File: src/rtl/fan_pkg.sv
package fan_pkg;
  localparam int TEMP_W = 16;
  localparam int CFG_W  = 16;
  localparam int LVL_W  = 8;
  localparam int ADDR_W = 3;

  typedef enum logic [ADDR_W-1:0] {
    A_SETPOINT = 3'd0,
    A_STEP     = 3'd1,
    A_LIMITS   = 3'd2,
    A_INTERVAL = 3'd3,
    A_TIMEOUT  = 3'd4
  } cfg_addr_e;

  typedef struct packed {
    logic [TEMP_W-1:0] setpoint;
    logic [CFG_W-1:0]  step;
    logic [LVL_W-1:0]  lvl_max;
    logic [LVL_W-1:0]  lvl_min;
    logic [CFG_W-1:0]  interval;
    logic [CFG_W-1:0]  timeout;
  } fan_cfg_t;
endpackage

File: src/rtl/fan_cfg_regs.sv
module fan_cfg_regs
  import fan_pkg::*;
#(
  parameter fan_cfg_t RST_CFG = '0
) (
  input  logic              clk_i,
  input  logic              rst_ni,
  input  logic              we_i,
  input  logic [ADDR_W-1:0] addr_i,
  input  logic [CFG_W-1:0]  wdata_i,
  input  logic              tick_i,
  output fan_cfg_t          shadow_o,
  output logic [CFG_W-1:0]  interval_o,
  output logic [CFG_W-1:0]  timeout_o
);
  fan_cfg_t sh_q;

  always_ff @(posedge clk_i or negedge rst_ni) begin
    if (!rst_ni) begin
      sh_q <= RST_CFG;
    end else if (we_i) begin
      case (cfg_addr_e'(addr_i))
        A_SETPOINT: sh_q.setpoint <= wdata_i;
        A_STEP:     sh_q.step     <= wdata_i;
        A_LIMITS:   {sh_q.lvl_max, sh_q.lvl_min} <= wdata_i;
        A_INTERVAL: sh_q.interval <= wdata_i;
        A_TIMEOUT:  sh_q.timeout  <= wdata_i;
        default: ;
      endcase
    end
  end

  // timing parameters switch over only at a tick
  always_ff @(posedge clk_i or negedge rst_ni) begin
    if (!rst_ni) begin
      interval_o <= RST_CFG.interval;
      timeout_o  <= RST_CFG.timeout;
    end else if (tick_i) begin
      interval_o <= sh_q.interval;
      timeout_o  <= sh_q.timeout;
    end
  end

  assign shadow_o = sh_q;
endmodule

File: src/rtl/fan_level_ctrl.sv
module fan_level_ctrl
  import fan_pkg::*;
#(
  parameter logic [LVL_W-1:0] RST_LEVEL = '1
) (
  input  logic              clk_i,
  input  logic              rst_ni,
  input  logic              temp_valid_i,
  input  logic [TEMP_W-1:0] temp_i,
  input  logic [CFG_W-1:0]  interval_i,
  input  logic [TEMP_W-1:0] setpoint_i,
  input  logic [CFG_W-1:0]  step_i,
  input  logic [LVL_W-1:0]  lvl_min_i,
  input  logic [LVL_W-1:0]  lvl_max_i,
  output logic              tick_o,
  output logic              seen_o,
  output logic [TEMP_W-1:0] sample_o,
  output logic [LVL_W-1:0]  level_o
);
  localparam int WW = CFG_W + 1;

  logic [CFG_W-1:0] ival_q;
  logic [WW-1:0]    lvl_w, up_w, dn_w, mv_w, lo_w;
  logic [LVL_W-1:0] lvl_d;
  logic             hot, cold;

  assign tick_o = ({1'b0, ival_q} + WW'(1)) >= {1'b0, interval_i};

  always_ff @(posedge clk_i or negedge rst_ni) begin
    if (!rst_ni)     ival_q <= '0;
    else if (tick_o) ival_q <= '0;
    else             ival_q <= ival_q + 1'b1;
  end

  always_ff @(posedge clk_i or negedge rst_ni) begin
    if (!rst_ni) begin
      sample_o <= '0;
      seen_o   <= 1'b0;
    end else if (temp_valid_i) begin
      sample_o <= temp_i;
      seen_o   <= 1'b1;
    end
  end

  always_comb begin
    hot   = seen_o && (sample_o > setpoint_i);
    cold  = seen_o && (sample_o < setpoint_i);
    lvl_w = WW'(level_o);
    up_w  = lvl_w + {1'b0, step_i};
    dn_w  = ({1'b0, step_i} > lvl_w) ? '0 : lvl_w - {1'b0, step_i};
    mv_w  = hot ? up_w : (cold ? dn_w : lvl_w);
    lo_w  = (mv_w < WW'(lvl_min_i)) ? WW'(lvl_min_i) : mv_w;
    lvl_d = (lo_w > WW'(lvl_max_i)) ? lvl_max_i : lo_w[LVL_W-1:0];
  end

  always_ff @(posedge clk_i or negedge rst_ni) begin
    if (!rst_ni)     level_o <= RST_LEVEL;
    else if (tick_o) level_o <= lvl_d;
  end
endmodule

File: src/rtl/fan_pwm_gen.sv
module fan_pwm_gen
  import fan_pkg::*;
(
  input  logic             clk_i,
  input  logic             rst_ni,
  input  logic [LVL_W-1:0] level_i,
  output logic             pwm_o
);
  logic [LVL_W-1:0] frame_q;

  always_ff @(posedge clk_i or negedge rst_ni) begin
    if (!rst_ni) begin
      frame_q <= '0;
      pwm_o   <= 1'b0;
    end else begin
      frame_q <= frame_q + 1'b1;
      pwm_o   <= frame_q < level_i;  // registered for a glitch-free gate drive
    end
  end
endmodule

File: src/rtl/fan_tach_mon.sv
module fan_tach_mon
  import fan_pkg::*;
(
  input  logic             clk_i,
  input  logic             rst_ni,
  input  logic             tach_i,
  input  logic             run_i,
  input  logic             clr_i,
  input  logic [CFG_W-1:0] timeout_i,
  output logic             stall_o
);
  logic [2:0]       sync_q;
  logic [CFG_W-1:0] quiet_q;
  logic             rise;

  assign rise = sync_q[1] & ~sync_q[2];

  always_ff @(posedge clk_i or negedge rst_ni) begin
    if (!rst_ni) sync_q <= '0;
    else         sync_q <= {sync_q[1:0], tach_i};
  end

  always_ff @(posedge clk_i or negedge rst_ni) begin
    if (!rst_ni) begin
      quiet_q <= '0;
      stall_o <= 1'b0;
    end else begin
      if (clr_i || rise || !run_i) quiet_q <= '0;
      else if (quiet_q != '1)      quiet_q <= quiet_q + 1'b1;

      if (clr_i)                                 stall_o <= 1'b0;
      else if (run_i && !rise && quiet_q >= timeout_i) stall_o <= 1'b1;
    end
  end
endmodule

File: src/rtl/fan_speed_ctrl.sv
module fan_speed_ctrl
  import fan_pkg::*;
#(
  parameter logic [TEMP_W-1:0] DEF_SETPOINT = 16'd80,
  parameter logic [CFG_W-1:0]  DEF_STEP     = 16'd8,
  parameter logic [LVL_W-1:0]  DEF_MIN      = 8'd32,
  parameter logic [LVL_W-1:0]  DEF_MAX      = 8'd224,
  parameter logic [CFG_W-1:0]  DEF_INTERVAL = 16'd16,
  parameter logic [CFG_W-1:0]  DEF_TIMEOUT  = 16'd1000
) (
  input  logic              clk_i,
  input  logic              rst_ni,
  input  logic              temp_valid_i,
  input  logic [TEMP_W-1:0] temp_i,
  input  logic              cfg_we_i,
  input  logic [ADDR_W-1:0] cfg_addr_i,
  input  logic [CFG_W-1:0]  cfg_wdata_i,
  input  logic              tach_i,
  input  logic              fault_clr_i,
  output logic              pwm_o,
  output logic [LVL_W-1:0]  level_o,
  output logic              stall_o
);
  localparam fan_cfg_t RST_CFG = '{
    setpoint: DEF_SETPOINT, step: DEF_STEP, lvl_max: DEF_MAX,
    lvl_min: DEF_MIN, interval: DEF_INTERVAL, timeout: DEF_TIMEOUT};

  fan_cfg_t          cfg_sh;
  logic [CFG_W-1:0]  act_interval, act_timeout;
  logic              tick, seen;
  logic [TEMP_W-1:0] sample;

  fan_cfg_regs #(.RST_CFG(RST_CFG)) u_cfg (
    .clk_i, .rst_ni,
    .we_i(cfg_we_i), .addr_i(cfg_addr_i), .wdata_i(cfg_wdata_i),
    .tick_i(tick), .shadow_o(cfg_sh),
    .interval_o(act_interval), .timeout_o(act_timeout)
  );

  fan_level_ctrl #(.RST_LEVEL(DEF_MAX)) u_lvl (
    .clk_i, .rst_ni, .temp_valid_i, .temp_i,
    .interval_i(act_interval), .setpoint_i(cfg_sh.setpoint),
    .step_i(cfg_sh.step), .lvl_min_i(cfg_sh.lvl_min), .lvl_max_i(cfg_sh.lvl_max),
    .tick_o(tick), .seen_o(seen), .sample_o(sample), .level_o(level_o)
  );

  fan_pwm_gen u_pwm (.clk_i, .rst_ni, .level_i(level_o), .pwm_o(pwm_o));

  fan_tach_mon u_tach (
    .clk_i, .rst_ni, .tach_i, .run_i(level_o != '0), .clr_i(fault_clr_i),
    .timeout_i(act_timeout), .stall_o(stall_o)
  );
endmodule

File: config.mk
export PLATFORM = sky130hd
export DESIGN_NAME = fan_speed_ctrl
export DESIGN_NICKNAME = d
export VERILOG_FILES = /design/src/rtl/fan_pkg.sv /design/src/rtl/fan_cfg_regs.sv /design/src/rtl/fan_level_ctrl.sv /design/src/rtl/fan_pwm_gen.sv /design/src/rtl/fan_tach_mon.sv /design/src/rtl/fan_speed_ctrl.sv
export SDC_FILE = /design/constraint.sdc
export NUM_CORES = 1
export LEC_CHECK = 0
export ABC_AREA = 1
export BUFFER_PORTS_ARGS = -buffer_cell sky130_fd_sc_hd__buf_2
export CAP_MARGIN = 20
export CORE_UTILIZATION = 30
export CTS_CLUSTER_SIZE = 12
export DETAILED_ROUTE_END_ITERATION = 12
export PLACE_DENSITY = 0.57
export SETUP_SLACK_MARGIN = 0.15
export SLEW_MARGIN = 10
export SYNTH_ARGS = -nofsm -noshare
export SYNTH_HDL_FRONTEND = slang
export SYNTH_HIERARCHICAL = 1
export SYNTH_SLANG_ARGS = --single-unit
File: constraint.sdc
create_clock -name clk_i -period 7.5 [get_ports clk_i]
set_clock_uncertainty 0.1 [all_clocks]
set_input_delay 1.5 -clock clk_i [delete_from_list [all_inputs] [get_ports clk_i]]
set_output_delay 1.5 -clock clk_i [all_outputs]
set_load 0.02 [all_outputs]
### Word-level counts from Yosys, hierarchy flattened

Index checks and enable logic that the tools add are counted.

| storage, ports and cells | value |
|---|---|
| register bits | 182 |
| bits in latches | 0 |
| memory bits (writable) | 0 |
| ROM bits | 0 |
| bits of input ports | 41 |
| output and inout port bits | 10 |
| logic and storage cells | 65 |
| memories kept | 0 |

| operators by class | value |
|---|---|
| $add $sub $neg | 6 |
| multipliers | 0 |
| div/mod/pow operators | 0 |
| magnitude comparators | 8 |
| equal/unequal tests | 5 |
| shift operators | 0 |
| mux-type cells | 10 |
| bitwise logic cells | 2 |
| reduce and logical (&&, ||, !) cells | 17 |

Operators with widths:

| kind | count |
|---|---|
| $mux 17 | 4 |
| $mux 16 | 3 |
| $add 16x1->16 const B | 2 |
| $add 16x1->17 const B | 1 |
| $add 8x16->17 | 1 |
| $ge 17x16->1 | 1 |
| $gt 17x8->1 | 1 |
| $lt 17x8->1 | 1 |
| $sub 8x16->17 | 1 |
| $ge 16x16->1 | 1 |
| $gt 16x16->1 | 1 |
| $gt 16x8->1 | 1 |
| $lt 16x16->1 | 1 |
| $ne 16x16->1 const B | 1 |
| $reduce_and 2->1 | 5 |
| $add 8x1->8 const B | 1 |
| $lt 8x8->1 | 1 |
| $mux 8 | 1 |
| $reduce_bool 8->1 | 1 |
| $eq 3x2->1 const B | 2 |
| $logic_and 1x1->1 | 4 |
| $reduce_bool 2->1 | 2 |
| $eq 3x1->1 const B | 1 |
| $eq 3x3->1 const B | 1 |
| 6 further kinds | 9 |

### Logic depth before layout (Yosys ltp)

Gate-level depths: netlist of the first run.

| depth | value |
|---|---|
| word-level depth | 8 |
| mapped depth | 35 |
| depth with buffers taken out | 34 |

### Hierarchy

Netlist of the first run, hierarchy kept.

Modules (own cells, without submodules):

| module | times used | cells each | area an instance (µm²) | sequential area each (µm²) |
|---|---|---|---|---|
| fan_level_ctrl | 1 | 700 | 4749.6 | 1029.7 |
| fan_cfg_regs | 1 | 491 | 4501.8 | 2829.0 |
| fan_tach_mon | 1 | 202 | 1466.4 | 500.5 |
| fan_pwm_gen | 1 | 56 | 524.3 | 225.2 |
| fan_speed_ctrl | 1 | 15 | 56.3 | 0.0 |

### Worst setup path before layout of the first run

OpenSTA, ideal clock, no wires.

| timing | value |
|---|---|
| path kind | register to register |
| from | reg u_cfg.sh_q, in the netlist u_cfg/shadow_o[51] |
| to | reg u_lvl.level_o[5] |
| setup time | 0.073 ns |
| data arrival time | 4.374 ns |
| required time | 7.327 ns |
| path slack | 2.953 ns |
| stages on the path, launching flop included | 29 |
| buffers on the path | 0 |
| period minus slack after synthesis | 4.547 ns |
| path through | dfstp_2 -> inv_1 -> ha_1 -> nand2_2 -> nor2_1 -> nand3_1 -> nand3_2 -> nand2_1 -> nor2_2 -> o21ai_0 -> a22oi_1 -> ha_1 -> nand2_1 -> nor2_1 -> a211oi_1 -> nor2_1 -> nor2_8 -> nand4_1 -> and2_1 -> ha_1 -> a21oi_1 -> o21ai_0 -> o211ai_1 -> a21boi_0 -> o32ai_1 -> nand3_4 -> clkinv_4 -> nand3_1 -> a21oi_1 |

| between the ends | value |
|---|---|
| longest elaborated chain between the ends | 8 |
| elaborated cells on any way between the ends | 10 |
| classes of those cells | add/sub: 2; order compare: 3; mux: 5 |

Ends and longest elaborated chain:

| element | line | text |
|---|---|---|
| from (decl) | fan_cfg_regs.sv:16 | `fan_cfg_t sh_q;` |
| $sub 8x16->17 or $gt 16x8->1 (tied branches) | fan_level_ctrl.sv:50 | `dn_w = ({1'b0, step_i} > lvl_w) ? '0 : lvl_w - {1'b0, step_i};` |
| $mux 17 | fan_level_ctrl.sv:50 |  |
| $mux 17 | fan_level_ctrl.sv:51 | `mv_w = hot ? up_w : (cold ? dn_w : lvl_w);` |
| $mux 17 * | fan_level_ctrl.sv:51 |  |
| $lt 17x8->1 | fan_level_ctrl.sv:52 | `lo_w = (mv_w < WW'(lvl_min_i)) ? WW'(lvl_min_i) : mv_w;` |
| $mux 17 * | fan_level_ctrl.sv:52 |  |
| $gt 17x8->1 | fan_level_ctrl.sv:53 | `lvl_d = (lo_w > WW'(lvl_max_i)) ? lvl_max_i : lo_w[LVL_W-1:0];` |
| $mux 8 * | fan_level_ctrl.sv:53 |  |
| to (signal assigned) | fan_level_ctrl.sv:58 | `else if (tick_o) level_o <= lvl_d;` |
| to (decl) | fan_level_ctrl.sv:18 | `output logic [LVL_W-1:0] level_o` |

Every way passes the cells marked *; elsewhere a longest branch is shown, timed or not.
A chain may end at the register's enable or synchronous reset.

### Final worst setup path of the first run

| timing | value |
|---|---|
| from | reg u_lvl.level_o[2] |
| to | reg u_lvl.level_o[3] |

| between the ends | value |
|---|---|
| longest elaborated chain between the ends | 8 |
| elaborated cells on any way between the ends | 10 |
| classes of those cells | add/sub: 2; order compare: 3; mux: 5 |

Ends and longest elaborated chain:

| element | line |
|---|---|
| $sub 8x16->17 or $gt 16x8->1 (tied branches) | fan_level_ctrl.sv:50 |
| $mux 17 | fan_level_ctrl.sv:50 |
| $mux 17 | fan_level_ctrl.sv:51 |
| $mux 17 * | fan_level_ctrl.sv:51 |
| $lt 17x8->1 | fan_level_ctrl.sv:52 |
| $mux 17 * | fan_level_ctrl.sv:52 |
| $gt 17x8->1 | fan_level_ctrl.sv:53 |
| $mux 8 * | fan_level_ctrl.sv:53 |

Marked as above.

==> impl_metrics.prom, run 1 <==
# TYPE chip_impl_metric gauge
chip_impl_info{name="status",value="finished clean"} 1
chip_impl_metric{name="area_of_the_die",unit="µm²"} 38400
chip_impl_metric{name="drt_iter0_drc",unit=""} 509
chip_impl_metric{name="power.static_leakage",unit="nW"} 6.51
chip_impl_metric{name="pwr-share-clk",unit=""} 0.224
chip_impl_metric{name="start_util",unit=""} 0.306
chip_impl_metric{name="portBuffers",unit=""} 50
chip_impl_info{name="startpoint_type",value="flip-flop"} 1
chip_impl_metric{name="postLayoutSetupSlackWorst",unit="ns"} 2.22
chip_impl_metric{name="grt_overflow_total",unit=""} 0
chip_impl_metric{name="grt_use_total",unit=""} 0.149
chip_impl_metric{name="post_synth_inst_count",unit=""} 1464
chip_impl_info{name="crit_path_start",value="u_lvl/level_o[2]$_DFFE_PN0P_"} 1
chip_impl_info{name="min_delay_startpoint",value="u_tach/sync_q[0]$_DFF_PN0_"} 1
chip_impl_metric{name="clkTransAtPathRegs",unit="ns"} 0.07
chip_impl_metric{name="horizontal_extent_of_the_die",unit="µm"} 196
chip_impl_metric{name="antenna-diode-count",unit=""} 0
chip_impl_metric{name="worstPathRequired",unit="ns"} 7.77
chip_impl_metric{name="ys.warnings.count",unit=""} 6
chip_impl_metric{name="place.gp.congestion",unit=""} 0.909
chip_impl_metric{name="detailed_place_hpwl",unit="µm"} 20000
chip_impl_info{name="kind_of_path_behind_the_tightest_hold_check",value="reg -> reg"} 1
chip_impl_metric{name="grt_max_degree",unit=""} 91
chip_impl_metric{name="slowest_delay",unit="ns"} 0.55
chip_impl_info{name="critical_path.endpoint_type",value="flip-flop"} 1
chip_impl_metric{name="mappedNetlistArea",unit="µm²"} 11300
chip_impl_metric{name="ir_drop",unit="µV"} 178
chip_impl_metric{name="drt_first_pass_iters",unit=""} 5
chip_impl_metric{name="num-fill-cells",unit=""} 3908
chip_impl_metric{name="maxCapViolCount",unit=""} 0
chip_impl_metric{name="ys_seq_elements",unit=""} 182
chip_impl_metric{name="power.switching_fraction",unit=""} 0.430
chip_impl_metric{name="drt.antenna.violating_nets",unit=""} 0
chip_impl_info{name="netlist.top_cell.by_area",value="dfrtp_1"} 1
chip_impl_info{name="timing.setup.critical_path_class",value="reg -> reg"} 1
chip_impl_metric{name="crit_arrival",unit="ns"} 5.55
chip_impl_metric{name="share_seq_of_total_power",unit=""} 0.345
chip_impl_metric{name="ctsHoldBuffers",unit=""} 0
chip_impl_metric{name="multi_input_area",unit="µm²"} 5620
chip_impl_info{name="critical_path.slowest_cell",value="ha_1"} 1
chip_impl_metric{name="post_route_cells_drive_above_1_share",unit=""} 0.125
chip_impl_metric{name="detail_route.drc_violations",unit=""} 0
chip_impl_metric{name="timing.final.crit_period",unit="ns"} 5.28
chip_impl_info{name="critical_path.top_delay_family",value="simple AND/OR/NAND/NOR gates"} 1
chip_impl_metric{name="grt_first_pass_wirelength",unit="µm"} 45600
chip_impl_metric{name="placeableCoreArea",unit="µm²"} 36900
chip_impl_info{name="rsz_0062_raised_after_global_routing",value="false"} 1
chip_impl_metric{name="setup_violations",unit=""} 0
chip_impl_metric{name="worst_rel_slew_slack",unit=""} 0.425
chip_impl_metric{name="route.detailed.wl_per_inst",unit="µm"} 13.5
chip_impl_info{name="synth.cells.most_frequent",value="447 x nand2_1, 215 x inv_1, 158 x dfrtp_1"} 1
chip_impl_metric{name="number_of_nets_in_the_layout",unit=""} 1635
chip_impl_metric{name="synth_enable_flop_cells",unit=""} 0
chip_impl_metric{name="ys_types",unit=""} 54
chip_impl_metric{name="vias",unit=""} 9117
chip_impl_info{name="tritoncts",value="done"} 1
chip_impl_info{name="path_common_cell",value="nand2_1"} 1
chip_impl_info{name="critical_path.reg2reg.startpoint",value="u_lvl/level_o[2]$_DFFE_PN0P_"} 1
chip_impl_metric{name="fmax",unit="MHz"} 189
chip_impl_info{name="synth.area.top_cells",value="dfrtp_1 35%, nand2_1 15%, ha_1 9.9%"} 1
chip_impl_metric{name="worst-path-max-fanout",unit=""} 9
chip_impl_info{name="cts_root_buf",value="clkbuf_16"} 1
chip_impl_info{name="post-synth-top-count-cell",value="nand2_1"} 1
chip_impl_metric{name="rows",unit=""} 70
chip_impl_metric{name="ctsHtreeMaxLevel",unit=""} 4
chip_impl_metric{name="cts_max_path_buffers",unit=""} 2
chip_impl_metric{name="area_growth_syn_to_layout",unit="%"} 11.5
chip_impl_metric{name="die_h",unit="µm"} 196
chip_impl_metric{name="total_net_switching_power",unit="mW"} 1.73
chip_impl_metric{name="boundaryPins",unit=""} 51
chip_impl_metric{name="fin_crit_sh",unit=""} 0.704
chip_impl_metric{name="place_ws",unit="ns"} 2.23
chip_impl_metric{name="cp.buffers_inverters",unit=""} 1
chip_impl_metric{name="slew_viol_final",unit=""} 0
chip_impl_metric{name="grt_antenna_before_repair",unit=""} 0
chip_impl_metric{name="cts.repair.resized",unit=""} 0
chip_impl_metric{name="syn_nets",unit=""} 1596
chip_impl_metric{name="detail_route.wirelength",unit="µm"} 27300
chip_impl_metric{name="synthArstFlopShare",unit=""} 1.00
chip_impl_metric{name="synth_top_area_frac",unit=""} 0.350
chip_impl_metric{name="power_density",unit="nW/µm²"} 319
chip_impl_metric{name="setup_tns",unit="ns"} 0
chip_impl_metric{name="routed_via_density",unit=""} 4.51
chip_impl_metric{name="pwr-share-comb",unit=""} 0.431
chip_impl_metric{name="post_cts_setup_buffer_count",unit=""} 0
chip_impl_metric{name="clk_latency",unit="ns"} 0.45
chip_impl_metric{name="register_area",unit="µm²"} 4580
chip_impl_metric{name="tightest_slew",unit="ns"} 0.860
chip_impl_metric{name="synth.yosys.seq_area_share",unit=""} 0.406
chip_impl_metric{name="clkSinkCount",unit=""} 182
chip_impl_metric{name="cts_inserted_buffers",unit=""} 17
chip_impl_metric{name="hold_viol",unit=""} 0
chip_impl_info{name="yosys_most_used_dff",value="dfrtp_1"} 1
chip_impl_metric{name="internal_power",unit="mW"} 2.29
chip_impl_metric{name="number_of_global_route_vias_before_repair",unit=""} 8815
chip_impl_metric{name="synth_area_per_cell",unit="µm²"} 7.72
-- power by group through the flow --
stage | Sequential, mW | Clock, mW | Combinational [mW]
6_report | 1.39 | 0.900 | 1.73
2_1_floorplan | 1.37 | 0 | 1.32
5_1_grt | 1.42 | 0.966 | 1.99
4_1_cts | 1.40 | 0.926 | 1.74
3_3_place_gp | 1.41 | 0 | 1.71
3_5_place_dp | 1.41 | 0 | 1.73
-- cell families (layout without fill, tap and decap cells) --
kind of cell | Yosys count | in the layout | synth area share
AOI/OAI and AO/OA | 154 | 154 | 0.0775
xor gates and xnor gates | 26 | 26 | 0.0202
adders and majority gates | 91 | 91 | 0.102
buffers and inverters | 267 | 319 | 0.0966
DFF | 182 | 182 | 0.406
and+or+nand+nor | 744 | 744 | 0.298
-- final timing paths --
path | cells past startpoint | slack [ns] | to
setup / recovery | 29 | 2.22 | u_lvl/level_o[3]$_DFFE_PN0P_
min in group asynchronous | 1 | 1.01 | u_tach/quiet_q[5]$_DFFE_PN0P_
setup reg to reg | 29 | 2.22 | u_lvl/level_o[3]$_DFFE_PN0P_
hold reg to reg | 0 | 0.27 | u_tach/sync_q[1]$_DFF_PN0_
hold / removal | 0 | 0.27 | u_tach/sync_q[1]$_DFF_PN0_
max in group asynchronous | 2 | 5.18 | u_lvl/level_o[3]$_DFFE_PN0P_
-- cell usage in the layout, fill, tap and decap left out, drive strengths merged --
cell type  instances
a31oi              5
a211oi             1
a21o               2
o21bai             2
inv              237
clkbuf            20
a21boi             4
and3               2
nand3b             1
ha                89
o31ai              1
clkinv             8
or2                4
a32o               1
clkinvlp           1
nor4               2
a22oi              5
o21ai             64
o21a               2
nand4             27
xor2              21
a21oi             62
dfstp             24
nand3            120
o32ai              1
xnor2              5
and2               8
dfrtp            158
nor3              18
fa                 2
buf               53
nor2              99
o211ai             4
nand2            463
-- worst register-to-register path: cells and delay by family (launching register included) --
kind                     cells  cell delay [ns]
AND/OR/NAND/NOR             16             1.93
flip-flops                   1             0.50
AO/OA/AOI/OAI                9             1.41
buffers and inverters        1             0.12
adder cells (fa/ha/maj)      3             1.15
-- final cells by class --
cell class / count / share of cell area
flip-flops and latches: 182 / 0.364
clock buffers: 19 / 0.0360
multi-input cells: 1015 / 0.446
repair buffers: 54 / 0.0229
well taps: 504 / 0.0501
clock inverters: 13 / 0.0106
inverters: 233 / 0.0699
-- sequential cells by signal (all words and copies together), names as in the netlist --
register / cells
u_cfg/shadow_o: 80
u_cfg/interval_o: 16
u_cfg/timeout_o: 16
u_lvl/ival_q: 16
u_lvl/sample_o: 16
u_tach/quiet_q: 16
u_lvl/level_o: 8
u_pwm/frame_q: 8
u_tach/sync_q: 3
u_lvl/seen_o: 1
u_pwm/pwm_o: 1
u_tach/stall_o: 1
-- layer usage --
layer | vias to the layer above | routed length (µm) | track usage
li1 | 4718 | - | -
met1 | 4220 | 13800 | 0.212
met2 | 155 | 12000 | 0.234
met3 | 24 | 1080 | 0.0229
met4 | 0 | 405 | 0.0405
met5 | - | 0 | 0
-- through the flow --
stage / utilization / instances / total power, mW / area [µm²] / hold slack (ns)
global placement: 0.326 / 1988 / 3.12 / 12000 / 0.244
detailed placement: 0.326 / 1988 / 3.14 / 12000 / 0.235
finish: 0.342 / 2020 / 4.02 / 12600 / 0.274
CTS: 0.342 / 2020 / 4.06 / 12600 / 0.275
global route: 0.342 / 2020 / 4.38 / 12600 / 0.276
floorplan: - / 1464 / 2.69 / 11300 / 0.231
Note: power is estimated with default switching activity, not from simulation.
==> run 2: changes to the inputs <==
==> constraint.sdc (replaced) <==
create_clock -name clk_i -period 5.4 [get_ports clk_i]
set_clock_uncertainty 0.1 [all_clocks]
set_input_delay 1.08 -clock clk_i [delete_from_list [all_inputs] [get_ports clk_i]]
set_output_delay 1.08 -clock clk_i [all_outputs]
set_load 0.02 [all_outputs]
==> impl_metrics.prom, run 2 (same netlist as run 1, synthesis figures left out) <==
# TYPE chip_impl_metric gauge
chip_impl_metric{name="power_density",unit="nW/µm²"} 455
chip_impl_info{name="critical_path.endpoint_type",value="flip-flop"} 1
chip_impl_metric{name="multi_input_area",unit="µm²"} 5700
chip_impl_metric{name="area_growth_syn_to_layout",unit="%"} 13.1
chip_impl_metric{name="route.detailed.wl_per_inst",unit="µm"} 13.8
chip_impl_metric{name="worst_r2r_path_depth",unit=""} 24
chip_impl_metric{name="boundaryPins",unit=""} 51
chip_impl_info{name="busiest_layer",value="met2"} 1
chip_impl_metric{name="crit_arrival",unit="ns"} 5.24
chip_impl_info{name="tritoncts",value="done"} 1
chip_impl_metric{name="num-fill-cells",unit=""} 3949
chip_impl_metric{name="detailed_place_hpwl",unit="µm"} 20700
chip_impl_metric{name="antenna-diode-count",unit=""} 0
chip_impl_metric{name="grtUsageMet3",unit=""} 0.0261
chip_impl_metric{name="placeableCoreArea",unit="µm²"} 36900
chip_impl_metric{name="tightest_slew",unit="ns"} 0.823
chip_impl_metric{name="detail_route.drc_violations",unit=""} 0
chip_impl_metric{name="use_met2",unit=""} 0.240
chip_impl_metric{name="clkTransAtPathRegs",unit="ns"} 0.07
chip_impl_metric{name="cts_max_path_buffers",unit=""} 2
chip_impl_metric{name="clkSinkCount",unit=""} 182
chip_impl_info{name="startpoint_type",value="flip-flop"} 1
chip_impl_metric{name="slew_viol_final",unit=""} 0
chip_impl_info{name="cts_root_buf",value="clkbuf_16"} 1
chip_impl_metric{name="drt_first_pass_iters",unit=""} 4
chip_impl_metric{name="start_util",unit=""} 0.306
chip_impl_info{name="status",value="finished clean"} 1
chip_impl_metric{name="grt_use_total",unit=""} 0.152
chip_impl_metric{name="grt_overflow_total",unit=""} 0
chip_impl_metric{name="setup_tns",unit="ns"} 0
chip_impl_metric{name="number_of_global_route_vias_before_repair",unit=""} 9008
chip_impl_metric{name="r2r_slack",unit="ns"} 0.42
chip_impl_metric{name="report.power.total",unit="mW"} 5.81
chip_impl_info{name="critical_path.top_delay_family",value="compound AO/OA/AOI/OAI gates"} 1
chip_impl_metric{name="register_area",unit="µm²"} 4580
chip_impl_info{name="rsz_0062_raised_after_global_routing",value="true"} 1
chip_impl_metric{name="ctsHtreeMaxLevel",unit=""} 4
chip_impl_metric{name="cp.buffers_inverters",unit=""} 3
chip_impl_info{name="critical_path.slowest_cell",value="dfrtp_1"} 1
chip_impl_info{name="critical_path.cell_chain",value="ha_4, inv_2, a21oi_1, nand2_1, a21o_1, or2_2, a32o_1, inv_1, ha_1, nand3b_1, nand2_2, nor2_8, nand4_1, and2_1, ha_1, nand2_1, o21ai_0, o211ai_1, a21boi_1, o32ai_2, buf_4, nand3_2, a21oi_1, a21oi_1"} 1
chip_impl_metric{name="die_h",unit="µm"} 196
chip_impl_metric{name="clk_latency",unit="ns"} 0.44
chip_impl_metric{name="setup_violations",unit=""} 0
chip_impl_metric{name="drt.antenna.violating_nets",unit=""} 0
chip_impl_metric{name="ctsHoldBuffers",unit=""} 0
chip_impl_metric{name="hold_viol",unit=""} 0
chip_impl_info{name="path_common_cell",value="a21oi_1"} 1
chip_impl_metric{name="grt_first_pass_wirelength",unit="µm"} 46300
chip_impl_metric{name="fin_crit_sh",unit=""} 0.922
chip_impl_metric{name="flip_flop_count_of_the_largest_register_all_copies_and_words_added",unit=""} 80
chip_impl_metric{name="critical_path_depth",unit=""} 24
chip_impl_metric{name="rows",unit=""} 70
chip_impl_metric{name="worst-path-max-fanout",unit=""} 9
chip_impl_info{name="mostFrequentLayoutCell",value="nand2_1"} 1
chip_impl_metric{name="cell_depth_of_the_worst_min_delay_path",unit=""} 0
chip_impl_metric{name="vias",unit=""} 9356
chip_impl_metric{name="drt_iter0_drc",unit=""} 510
chip_impl_metric{name="maxCapViolCount",unit=""} 0
chip_impl_metric{name="grt_antenna_before_repair",unit=""} 0
chip_impl_metric{name="worstPathRequired",unit="ns"} 5.67
chip_impl_metric{name="worst_rel_slew_slack",unit=""} 0.450
chip_impl_metric{name="fmax",unit="MHz"} 201
chip_impl_info{name="kind_of_path_behind_the_tightest_hold_check",value="reg -> reg"} 1
chip_impl_metric{name="cts_inserted_buffers",unit=""} 17
chip_impl_metric{name="area_of_the_die",unit="µm²"} 38400
chip_impl_metric{name="post_route_cells_drive_above_1_share",unit=""} 0.139
chip_impl_metric{name="ir_drop",unit="µV"} 232
chip_impl_metric{name="timing.final.crit_period",unit="ns"} 4.98
chip_impl_metric{name="grt_max_degree",unit=""} 97
chip_impl_metric{name="routed_via_density",unit=""} 4.60
chip_impl_metric{name="number_of_nets_in_the_layout",unit=""} 1652
chip_impl_metric{name="slowest_delay",unit="ns"} 0.52
chip_impl_metric{name="power.static_leakage",unit="nW"} 6.58
chip_impl_info{name="timing.setup.critical_path_class",value="reg -> reg"} 1
chip_impl_metric{name="m1_gr_usage",unit=""} 0.210
chip_impl_metric{name="place.gp.congestion",unit=""} 0.929
chip_impl_metric{name="horizontal_extent_of_the_die",unit="µm"} 196
chip_impl_metric{name="detail_route.wirelength",unit="µm"} 28100
chip_impl_info{name="leading_cell_types_in_the_layout_fill_and_taps_excluded",value="447 x nand2_1, 215 x inv_1, 158 x dfrtp_1"} 1
chip_impl_metric{name="portBuffers",unit=""} 50
-- run 2: layout make-up --
cell class,instances,area share
Sequential cell,182,0.359
Timing Repair Buffer,70,0.0320
Clock buffer,19,0.0339
Clock inverter,12,0.0114
Tap cell,504,0.0493
Inverter,233,0.0689
Multi-Input combinational cell,1016,0.446
-- run 2: where the power goes --
group | switching (mW) | internal, mW | total [mW]
clock | 0.569 | 0.690 | 1.26
sequential | 0.210 | 1.68 | 1.89
combinational | 1.68 | 0.987 | 2.66
-- run 2: layer usage --
metal / up-vias / part of all wire
li1: 4763 / -
met1: 4387 / 0.49
met2: 172 / 0.45
met3: 34 / 0.036
met4: 0 / 0.021
met5: - / 0
-- run 2: final timing paths --
path / start / endpoint
max: u_lvl/level_o[2]$_DFFE_PN0P_ / u_lvl/level_o[5]$_DFFE_PN1P_
min: u_tach/sync_q[0]$_DFF_PN0_ / u_tach/sync_q[1]$_DFF_PN0_
max reg2reg: u_lvl/level_o[2]$_DFFE_PN0P_ / u_lvl/level_o[5]$_DFFE_PN1P_
min reg2reg: u_tach/sync_q[0]$_DFF_PN0_ / u_tach/sync_q[1]$_DFF_PN0_
max in group asynchronous: rst_ni / u_lvl/sample_o[12]$_DFFE_PN0P_
min in group asynchronous: rst_ni / u_tach/quiet_q[2]$_DFFE_PN0P_
-- run 2: through the flow --
stage / setup WS, ns / utilization / area [µm²] / hold slack [ns] / std cells
floorplan: 0.853 / - / 11300 / 0.231 / 1464
global placement: 0.390 / 0.327 / 12100 / 0.243 / 1997
detailed placement: 0.159 / 0.327 / 12100 / 0.239 / 1997
CTS: 0.193 / 0.343 / 12700 / 0.258 / 2028
global route: 0.0902 / 0.347 / 12800 / 0.260 / 2036
finish: 0.420 / 0.347 / 12800 / 0.256 / 2036
-- run 2: timing repair --
action,in CTS,in global routing
resized for setup,1,14
pin swaps,0,7
setup endpoints to repair,1,8
buffers inserted,0,7
cloned,0,1
